<file path="config.mk">
export PLATFORM = sky130hd
export DESIGN_NAME = dma_blkbuf
export DESIGN_NICKNAME = d
export VERILOG_FILES = /design/src/rtl/dbb_pkg.sv /design/src/rtl/dbb_req_ctl.sv /design/src/rtl/dbb_in_asm.sv /design/src/rtl/dbb_out_split.sv /design/src/rtl/dma_blkbuf.sv
export SDC_FILE = /design/constraint.sdc
export NUM_CORES = 1
export LEC_CHECK = 0
export ABC_AREA = 1
export BUFFER_PORTS_ARGS = -buffer_cell sky130_fd_sc_hd__buf_2
export CAP_MARGIN = 20
export CORE_UTILIZATION = 53
export CTS_CLUSTER_DIAMETER = 40
export DETAILED_ROUTE_END_ITERATION = 10
export PLACE_DENSITY = 0.83
export REMOVE_ABC_BUFFERS = 1
export SETUP_SLACK_MARGIN = 0.1
export SLEW_MARGIN = 40
export SYNTH_ARGS = -nofsm -noshare
export SYNTH_HDL_FRONTEND = slang
export SYNTH_HIERARCHICAL = 1
export SYNTH_SLANG_ARGS = --single-unit
export TNS_END_PERCENT = 50
</file>
<file path="constraint.sdc">
create_clock -name clk -period 2.1 [get_ports clk]
set_input_delay 0.42 -clock clk [delete_from_list [all_inputs] [get_ports clk]]
set_output_delay 0.42 -clock clk [all_outputs]
set_load 0.05 [all_outputs]
</file>
<file path="src/rtl/dbb_pkg.sv">
package dbb_pkg;
  // Lowest bit of the lane that holds word number idx (idx 0 = first in time = most significant).
  function automatic int unsigned word_lsb(input int unsigned idx,
                                           input int unsigned words,
                                           input int unsigned width);
    return (words - 1 - idx) * width;
  endfunction

  // True when idx is the last word of a block.
  function automatic logic is_last(input int unsigned idx, input int unsigned words);
    return idx == words - 1;
  endfunction
endpackage

</file>
<file path="src/rtl/dbb_req_ctl.sv">
module dbb_req_ctl (
  input  logic clk,
  input  logic rst,
  input  logic en,
  input  logic ack,
  input  logic need_n,
  output logic req
);
  logic req_q;

  // An acknowledge forces one low cycle; the request returns if words are still needed.
  always_ff @(posedge clk) begin
    if (rst) req_q <= 1'b0;
    else     req_q <= en & ~ack & need_n;
  end

  assign req = req_q & en;
endmodule

</file>
<file path="src/rtl/dbb_in_asm.sv">
module dbb_in_asm
  import dbb_pkg::*;
#(
  parameter int unsigned WORD_W = 32,
  parameter int unsigned WORDS  = 4
) (
  input  logic                       clk,
  input  logic                       rst,
  input  logic                       en,
  input  logic                       wr_valid,
  input  logic [WORD_W-1:0]          wr_data,
  input  logic                       core_ready,
  output logic                       blk_valid,
  output logic [WORD_W*WORDS-1:0]    blk_data,
  output logic                       full_n,
  output logic                       en_fall
);
  localparam int unsigned BLK_W = WORD_W * WORDS;
  localparam int unsigned CW    = (WORDS > 1) ? $clog2(WORDS) : 1;

  logic [CW-1:0]    wcnt_q, wcnt_n;
  logic             full_q;
  logic [BLK_W-1:0] buf_q, buf_n;
  logic             en_q;

  assign en_fall = en_q & ~en;

  always_comb begin
    wcnt_n = wcnt_q;
    full_n = full_q;
    buf_n  = buf_q;
    if (full_q) begin
      if (core_ready) full_n = 1'b0;
    end else if (en_fall) begin
      wcnt_n = '0;
    end else if (wr_valid) begin
      buf_n[word_lsb(32'(wcnt_q), WORDS, WORD_W) +: WORD_W] = wr_data;
      if (is_last(32'(wcnt_q), WORDS)) begin
        full_n = 1'b1;
        wcnt_n = '0;
      end else begin
        wcnt_n = wcnt_q + CW'(1);
      end
    end
  end

  always_ff @(posedge clk) begin
    if (rst) begin
      wcnt_q <= '0;
      full_q <= 1'b0;
      buf_q  <= '0;
      en_q   <= 1'b0;
    end else begin
      wcnt_q <= wcnt_n;
      full_q <= full_n;
      buf_q  <= buf_n;
      en_q   <= en;
    end
  end

  assign blk_valid = full_q;
  assign blk_data  = buf_q;
endmodule

</file>
<file path="src/rtl/dbb_out_split.sv">
module dbb_out_split
  import dbb_pkg::*;
#(
  parameter int unsigned WORD_W = 32,
  parameter int unsigned WORDS  = 4
) (
  input  logic                       clk,
  input  logic                       rst,
  input  logic                       en,
  input  logic                       rd_valid,
  input  logic                       res_valid,
  input  logic [WORD_W*WORDS-1:0]    res_data,
  output logic                       res_ready,
  output logic [WORD_W-1:0]          rd_data,
  output logic                       full_n,
  output logic                       en_fall
);
  localparam int unsigned BLK_W = WORD_W * WORDS;
  localparam int unsigned CW    = (WORDS > 1) ? $clog2(WORDS) : 1;

  logic [CW-1:0]    rcnt_q, rcnt_n;
  logic             full_q;
  logic [BLK_W-1:0] buf_q, buf_n;
  logic             en_q;

  assign en_fall = en_q & ~en;

  always_comb begin
    rcnt_n = rcnt_q;
    full_n = full_q;
    buf_n  = buf_q;
    if (full_q) begin
      if (en_fall) begin
        rcnt_n = '0;
      end else if (rd_valid) begin
        if (is_last(32'(rcnt_q), WORDS)) begin
          full_n = 1'b0;
          rcnt_n = '0;
        end else begin
          rcnt_n = rcnt_q + CW'(1);
        end
      end
    end else if (res_valid) begin
      buf_n  = res_data;
      full_n = 1'b1;
      rcnt_n = '0;
    end
  end

  always_ff @(posedge clk) begin
    if (rst) begin
      rcnt_q <= '0;
      full_q <= 1'b0;
      buf_q  <= '0;
      en_q   <= 1'b0;
    end else begin
      rcnt_q <= rcnt_n;
      full_q <= full_n;
      buf_q  <= buf_n;
      en_q   <= en;
    end
  end

  assign res_ready = ~full_q;
  assign rd_data   = full_q ? buf_q[word_lsb(32'(rcnt_q), WORDS, WORD_W) +: WORD_W] : '0;
endmodule

</file>
<file path="src/rtl/dma_blkbuf.sv">
module dma_blkbuf #(
  parameter int unsigned WORD_W = 32,
  parameter int unsigned WORDS  = 4
) (
  input  logic                    clk,
  input  logic                    rst,
  input  logic                    in_dma_en,
  input  logic                    out_dma_en,
  input  logic                    wr_valid,
  input  logic [WORD_W-1:0]       wr_data,
  input  logic                    in_ack,
  output logic                    in_req,
  input  logic                    rd_valid,
  output logic [WORD_W-1:0]       rd_data,
  input  logic                    out_ack,
  output logic                    out_req,
  output logic                    blk_valid,
  output logic [WORD_W*WORDS-1:0] blk_data,
  input  logic                    core_ready,
  input  logic                    res_valid,
  input  logic [WORD_W*WORDS-1:0] res_data,
  output logic                    res_ready
);
  // Named internal events, visible to the bound checker.
  logic in_full_n, in_en_fall;
  logic out_full_n, out_en_fall;
  logic in_need_n, out_need_n;

  dbb_in_asm #(.WORD_W(WORD_W), .WORDS(WORDS)) u_in (
    .clk(clk), .rst(rst), .en(in_dma_en),
    .wr_valid(wr_valid), .wr_data(wr_data), .core_ready(core_ready),
    .blk_valid(blk_valid), .blk_data(blk_data),
    .full_n(in_full_n), .en_fall(in_en_fall)
  );

  dbb_out_split #(.WORD_W(WORD_W), .WORDS(WORDS)) u_out (
    .clk(clk), .rst(rst), .en(out_dma_en),
    .rd_valid(rd_valid), .res_valid(res_valid), .res_data(res_data),
    .res_ready(res_ready), .rd_data(rd_data),
    .full_n(out_full_n), .en_fall(out_en_fall)
  );

  assign in_need_n  = ~in_full_n;
  assign out_need_n = out_full_n;

  dbb_req_ctl u_in_req (
    .clk(clk), .rst(rst), .en(in_dma_en), .ack(in_ack),
    .need_n(in_need_n), .req(in_req)
  );

  dbb_req_ctl u_out_req (
    .clk(clk), .rst(rst), .en(out_dma_en), .ack(out_ack),
    .need_n(out_need_n), .req(out_req)
  );
endmodule

</file>
==> qor.yml <==
status:
  outcome: "complete, but fails checks"
  violations: "negative setup slack"
detailed_routing:
  drtIter0Drc: 1041
  via_per_inst: 5.03
  drc: 0
  routed_wl_mm: 35.9
  drt-pass1-iter-count: 5
  ant_nets: 0
  avgRoutedWirePerCell_um: 14.1
  vias: 12800
placed_design:
  place_ws_ps: 234
  place_area_um2: 14100
  port_buffers: 333
  hpwl_mm: 22.7
  place_congestion: 0.912
setup_path:
  reg2reg_to: "u_out/buf_q[45]"
  endpoint_kind: "primary output"
  timing.rr.start: "u_out/full_q"
  crit_fanout: 6
  arrival_ps: 1830
  rr_worst_depth: 7
  cp.required_ps: 1680
  start_kind: "flip-flop"
  regToRegSetupSlack_ps: 240
  critical_path_class: "flip-flop to primary output"
pwr:
  p_int_mw: 10.1
  p_leak_nw: 8.32
  p_clk_share_pct: 43.4
  p_sw_share_pct: 29.5
  pwr-share-seq_pct: 38.7
  p_switching_mw: 4.25
  power.density_nw_per_um2: 916
  vdd_drop_max_mv: 0.653
  pwr-share-comb_pct: 17.9
floorplanning:
  dieHeight_um: 154
  core_area_um2: 22700
  row_count: 55
  io_pins: 334
  fp.dieArea_um2: 23800
  start_util_pct: 54.1
  fp.dieW_um: 154
clocking:
  htree_levels: 2
  path_clk_slew_ps: 50
  ctsLongestPathBuffers: 3
  cts_buffers: 36
  cts_sinks: 266
  cts_hold_buf: 0
  insertion_delay_ps: 500
  tritoncts: "built"
  cts_root_buf: "clkbuf_16"
timing:
  skew_ps: 14.0
  hold_viol_final: 0
  period_minus_slack_ps: 2250
  setup_ws_ps: -149
  setup_violations: 31
  slew_headroom_pct: 55.4
  rsz0062_at_grt: "yes"
  clock.fmax_mhz: 445
  worst_slew_pin_slew_ps: 667
  final-max-slew-violation-count: 0
  period_share_pct: 107
layout:
  diodes: 0
  fin_nets: 2417
  design_area_um2: 15700
  final_util_pct: 69.2
  drive_above_1_share_pct: 21.3
  final_cell_mix: "713 x nor2_1, 343 x nand2_1, 300 x buf_2"
  area_delta_synth_final_pct: 28.1
  final_common_cell: "nor2_1"
global_routing:
  grt_pass1_wl_mm: 56.3
  grt_usage_pct: 29.0
  grt_start_max_net_pins: 129
  first_global_vias: 11900
  antenna_found_initial: 2
  grt_overflow: 0
synth:
  ys_warn_count: 6
  syn_area_um2: 12300
  netlist_instances: 1937
  syn_avg_cell_area_um2: 6.34
min_path:
  min_delay_path_depth: 4
  hp-class: "input pin to flip-flop"
  whs_endpoint: "u_out_req/req_q"
  min_from: "out_ack"
run:
  cap_violations: 0
## area by class of cell
| cell class | count | area, µm² |
|---|---|---|
| fillers | 1873 | 6980 |
| repair buffers | 382 | 2470 |
| multi-input cells | 1340 | 5520 |
| clock inverters | 22 | 269 |
| clock buffers | 42 | 965 |
| well taps | 285 | 357 |
| inverters | 215 | 817 |
| flip-flops and latches | 266 | 5330 |
## what timing repair did
| item | in CTS | in global routing |
|---|---|---|
| setup buffers | 1 | 6 |
| gates cloned | 1 | 3 |
| pin swaps | 7 | 16 |
| resized for setup | 50 | 56 |
| setup endpoints to repair | 32 | 47 |
## power by group through the flow
| stage | logic, mW | clock network, mW | registers (mW) |
|---|---|---|---|
| floorplan | 1.21 | 0 | 6.07 |
| global placement | 2.34 | 0 | 5.66 |
| detailed placement | 2.38 | 0 | 5.67 |
| CTS | 2.45 | 6.34 | 5.57 |
| global route | 2.81 | 6.55 | 5.60 |
| finish | 2.57 | 6.26 | 5.57 |
## worst max-delay path: stages (launching register included)
cell	delay, ps
dfxtp_4	360
buf_12	130
buf_8	120
buf_6	110
nor2_1	40
nor2_1	70
o21ai_1	80
a21oi_1	200
buf_4	230
## through the flow
step	setup TNS, ps	std cells	power, mW	hold slack [ps]
6_report	-2540	2552	14.4	147
5_1_grt	-4940	2552	15.0	149
4_1_cts	-2560	2543	14.3	129
3_5_place_dp	0	2477	8.05	471
3_3_place_gp	0	2477	7.99	458
2_1_floorplan	-177250	1821	7.28	449
## layer usage
metal / global-route usage (%) / vias up / wire length, µm
met1: 34.4 / 5668 / 14300
met4: 12.8 / 4 / 1320
met5: 0 / - / 22
li1: - / 6419 / -
met3: 5.32 / 115 / 3040
met2: 51.1 / 629 / 17200
## worst max-delay path by stage
stage                               start          end  slack (ps)  depth (start not counted)
final                     u_out/rcnt_q[0]  rd_data[16]        -150                          8
after CTS                 u_out/rcnt_q[0]  rd_data[16]        -130                          7
after global routing      u_out/rcnt_q[0]  rd_data[28]        -220                          7
after floorplan           u_out/rcnt_q[0]   rd_data[0]        -960                          3
after global placement    u_out/rcnt_q[0]   rd_data[7]         260                          6
after detailed placement  u_out/rcnt_q[0]   rd_data[6]         230                          6
## sequential cells by signal (all words and copies together) (netlist names)
signal	cells
u_in/blk_data	128
u_in/blk_valid	1
u_in/en_q	1
u_in/wcnt_q	2
u_in_req/req_q	1
u_out/buf_q	128
u_out/en_q	1
u_out/full_q	1
u_out/rcnt_q	2
u_out_req/req_q	1
No activity file was read; power rests on OpenSTA's default activity.
